## config.mk

```make
export PLATFORM = sky130hd
export DESIGN_NAME = gpio8_busport
export DESIGN_NICKNAME = d
export VERILOG_FILES = /design/src/rtl/gpio8_busport.sv
export SDC_FILE = /design/constraint.sdc
export NUM_CORES = 1
export LEC_CHECK = 0
export BUFFER_PORTS_ARGS = -buffer_cell sky130_fd_sc_hd__buf_2
export CORE_UTILIZATION = 38
export CTS_BUF_LIST = sky130_fd_sc_hd__clkbuf_4 sky130_fd_sc_hd__clkbuf_8
export DETAILED_ROUTE_END_ITERATION = 12
export PLACE_DENSITY = 0.8
export SLEW_MARGIN = 40
export SYNTH_ARGS = -nofsm -noshare
export SYNTH_HDL_FRONTEND = slang
export SYNTH_SLANG_ARGS = --single-unit
```

## constraint.sdc

```tcl
create_clock -name clk -period 2.85 [get_ports clk]
set_clock_uncertainty 0.1 [all_clocks]
set_input_delay 0.855 -clock clk [delete_from_list [all_inputs] [get_ports clk]]
set_output_delay 0.855 -clock clk [all_outputs]
set_load 0.01 [all_outputs]
```

## src/rtl/gpio8_busport.sv

```systemverilog
module gpio8_busport #(
  parameter int          W        = 8,
  parameter int          AW       = 16,
  parameter logic [15:0] A_OUT    = 16'hFFBC,
  parameter logic [15:0] A_PINS   = 16'hFFBD,
  parameter logic [15:0] A_DIR    = 16'hFFBE
) (
  input  logic          clk,
  input  logic          rst_n,
  input  logic          hw_stby,
  input  logic          sw_stby,
  input  logic          mode_expanded,
  input  logic          ext_en,
  input  logic          narrow_bus,
  input  logic [AW-1:0] bus_addr,
  input  logic          bus_wr,
  input  logic [W-1:0]  bus_wdata,
  output logic [W-1:0]  bus_rdata,
  input  logic [W-1:0]  nbr_pins,
  output logic          nbr_dir_we,
  output logic [W-1:0]  nbr_dir_wdata,
  input  logic [W-1:0]  xbus_out,
  input  logic          xbus_oe,
  output logic [W-1:0]  xbus_in,
  output logic [W-1:0]  pad_out,
  output logic [W-1:0]  pad_oe,
  input  logic [W-1:0]  pad_in
);

  logic [W-1:0] dir_q, out_q, sync1_q, sync2_q;
  logic         stby, wr_ok, bus_mode, bus_drive;

  assign stby      = hw_stby | sw_stby;
  assign wr_ok     = bus_wr & ~stby;
  assign bus_mode  = mode_expanded & ext_en & ~narrow_bus;
  assign bus_drive = xbus_oe & ~stby & rst_n;

  always_ff @(posedge clk or negedge rst_n) begin
    if (!rst_n) begin
      dir_q <= '0;
      out_q <= '0;
    end else if (hw_stby) begin
      dir_q <= '0;
      out_q <= '0;
    end else if (wr_ok) begin
      if (bus_addr == A_DIR[AW-1:0]) dir_q <= bus_wdata;
      if (bus_addr == A_OUT[AW-1:0]) out_q <= bus_wdata;
    end
  end

  always_ff @(posedge clk or negedge rst_n) begin
    if (!rst_n) begin
      sync1_q <= '0;
      sync2_q <= '0;
    end else begin
      sync1_q <= pad_in;
      sync2_q <= sync1_q;
    end
  end

  always_comb begin
    if (bus_addr == A_DIR[AW-1:0])       bus_rdata = nbr_pins;
    else if (bus_addr == A_OUT[AW-1:0])  bus_rdata = out_q;
    else if (bus_addr == A_PINS[AW-1:0]) bus_rdata = sync2_q;
    else                                 bus_rdata = '0;
  end

  assign nbr_dir_we    = wr_ok & (bus_addr == A_PINS[AW-1:0]);
  assign nbr_dir_wdata = bus_wdata;

  assign pad_oe  = bus_mode ? {W{bus_drive}} : (hw_stby ? '0 : dir_q);
  assign pad_out = bus_mode ? xbus_out : out_q;
  assign xbus_in = bus_mode ? pad_in : '0;

  a_r2_hw_release: assert property (@(posedge clk) disable iff (!rst_n)
    hw_stby |-> pad_oe == '0);

  a_r2_sw_hold: assert property (@(posedge clk) disable iff (!rst_n)
    (sw_stby && !hw_stby) |=> $stable(dir_q));

  a_r5_alias_no_local: assert property (@(posedge clk) disable iff (!rst_n)
    (nbr_dir_we && !hw_stby) |=> ($stable(dir_q) && $stable(out_q)));

  a_r6_bus_uniform: assert property (@(posedge clk) disable iff (!rst_n)
    bus_mode |-> (pad_oe == '0 || pad_oe == '1));

  a_r8_bus_float: assert property (@(posedge clk) disable iff (!rst_n)
    (bus_mode && stby) |-> pad_oe == '0);

  a_r3_out_write: assert property (@(posedge clk) disable iff (!rst_n)
    (wr_ok && !hw_stby && bus_addr == A_OUT[AW-1:0]) |=> out_q == $past(bus_wdata));

endmodule

```

==> out/results.ini <==
[clocking]
path_clk_slew_ns=0.06
htreeDepth=2
hold_buffers=0
cts_tree=built
insertion_delay_ns=0.27
clock_sinks=32
post_cts_buffers=0
numCtsBuffers=5
root_buffer=clkbuf_8
cts_buffer_depth=2

[logic_synthesis]
yosysWarnings=0
synth_fp_nets=225
syn_area_um2=1690
synth_cells=168
ys_types=30
postSynthAreaPerCell_um2=10.0
synth.yosys.seq_area_share_pct=47.5
ys_ff_latch=32

[global_routing]
grt_pass1_vias=1485
antenna_found_initial=0
grt_pass1_wl_mm=6.64
grt_max_degree=33
overflow=0
grt_use_total_pct=19.2

[worst_setup_path]
critPathBufInv=3
cp_data_required_time_ns=1.90
crit_path_cell_trace=buf_6, nand3b_1, or4_4, buf_12, o21ai_4, buf_6
max_stage_delay_ns=0.55
critical_path_arrival_ns=2.07
worst_setup_path_end_kind=output pin
cp_slowest_cell=or4_4
path_delay_family=simple AND/OR/NAND/NOR gates
critPathKind=in -> out
cp_common_cell=buf_6
start_kind=input port
worstPathMaxFanout=12

[finish]
antenna_cells=0
area_growth_pct=51.3
nFillCells=348
mostFrequentLayoutCells=buf_2, dfrtp_1, a21oi_1
final_common_cell=buf_2
layout-drive-gt1-share_pct=54.0
fin_util_pct=62.0
nets=328

[timing]
finalSetupViolCount=9
clock.fmax_mhz=331
period_share_pct=106
fin_setup_tns_ns=-1.35
maxSlewViolCount=0
relSlewSlack_pct=68.1
rsz0062_at_grt=true
period_needed_ns=3.02
worst_pin_slew_ns=0.476
final-hold-violation-count=0
layout_setup_ws_ns=-0.171

[floorplanning]
pin_count=98
std_cell_rows=23
start_util_pct=41.0
die_y_um=68.6
die_area_um2=4710
die_w_um=68.6
coreArea_um2=4120

[run_status]
violations=negative setup slack
status=finished, violations left

[place]
routabilityCongestion=0.771
io_buffers=97
dp_hpwl_mm=3.27

[pwr]
p_leak_nw=1.33
power_mw=1.02
p_sw_share_pct=22.3
power.combinational.fraction_pct=12.3
p_switching_uw=228
ir_drop_mv=0.259
p_seq_share_pct=45.8
p_clk_share_pct=41.9
p_int_uw=794
p_per_area_nw_per_um2=401

[detailed_routing]
vias=1631
first_pass_iters=4
route.detailed.wl_per_inst_um=13.2
drt-total-wl_mm=4.25
via_per_inst=5.07
drtIter0Drc=67
drcViolationCount=0
antenna_left=0

[min_path]
min_path_type=reg -> reg

[job]
max_cap_viol_count=0

-- sequential cells by signal, summed over array words and instances, names as in the netlist --
name	count
out_q	8
sync1_q	8
dir_q	8
sync2_q	8
-- cells in the mapped netlist, drive strengths merged --
library cell / count / share of area [%]
or3b: 1 / 0.52
nand2: 11 / 2.4
nor3: 1 / 0.30
mux2i: 8 / 4.8
nand3b: 1 / 0.45
o21ai: 24 / 7.3
buf: 12 / 5.0
nand2b: 1 / 0.37
nor2: 6 / 1.5
clkbuf: 6 / 1.3
a21o: 8 / 3.6
and2: 8 / 3.0
mux2: 8 / 5.3
and4: 1 / 0.52
nor3b: 1 / 0.74
nand4: 10 / 4.1
nand3: 8 / 2.4
nor4: 1 / 1.3
dfrtp: 32 / 48
a21oi: 16 / 4.8
or4: 2 / 0.89
nand4b: 2 / 1.9
-- metrics by stage --
step           instance area, um^2  cells  worst slack (ns)  hold slack, ns
6_report                      2550    322            -0.171           0.249
5_1_grt                       2550    322            -0.218           0.261
4_1_cts                       2520    322            -0.168           0.250
3_5_place_dp                  2380    314            -0.221           0.236
3_3_place_gp                  2380    314            -0.211           0.232
2_1_floorplan                 1800    168           -0.0782           0.231
-- cell type report --
class	count	area (um^2)	share of cell area, %
clock buffers	6	76.3	2.99
clock inverters	2	35.0	1.37
flip-flops and latches	32	801	31.4
well taps	50	62.6	2.45
repair buffers	114	694	27.2
multi-input cells	118	881	34.5
-- cell families (layout without fill, tap and decap cells) --
group | count (synthesis) | after routing | share of synthesized area, %
buf+inv | 18 | 122 | 6.38
mux | 16 | 16 | 10.1
compound gates | 48 | 48 | 15.7
flops | 32 | 32 | 47.5
simple gates | 54 | 54 | 20.3
-- per-layer routing --
layer	up-vias	track usage (%)	wire length, um
met2	74	33.1	2120
met5	-	0	0
met3	8	3.62	236
li1	805	-	-
met1	744	23.8	1830
met4	0	6.77	70
-- power by group through the flow --
stage / Sequential (mW) / Combinational, mW / Clock (mW)
after floorplan: 0.476 / 0.0521 / 0
after global placement: 0.477 / 0.123 / 0
after detailed placement: 0.477 / 0.125 / 0
after CTS: 0.469 / 0.127 / 0.436
after global routing: 0.469 / 0.139 / 0.459
final: 0.469 / 0.126 / 0.428
-- what timing repair did --
action                     in CTS  in global routing
pin swaps                       1                  0
gates resized for setup         6                  4
setup endpoints to repair       9                  9
-- path summary, 6_finish.rpt --
| path | endpoint | slack [ns] | from | cells after the start |
|---|---|---|---|---|
| max | bus_rdata[4] | -0.17 | bus_addr[1] | 6 |
| min | sync2_q[4] | 0.25 | sync1_q[4] | 0 |
| max reg2reg | out_q[5] | 2.03 | out_q[5] | 2 |
| min reg2reg | sync2_q[4] | 0.25 | sync1_q[4] | 0 |
| max in group asynchronous | out_q[1] | 1.87 | rst_n | 2 |
| min in group asynchronous | dir_q[5] | 0.49 | rst_n | 2 |
Power figures use the tool's default switching activity.
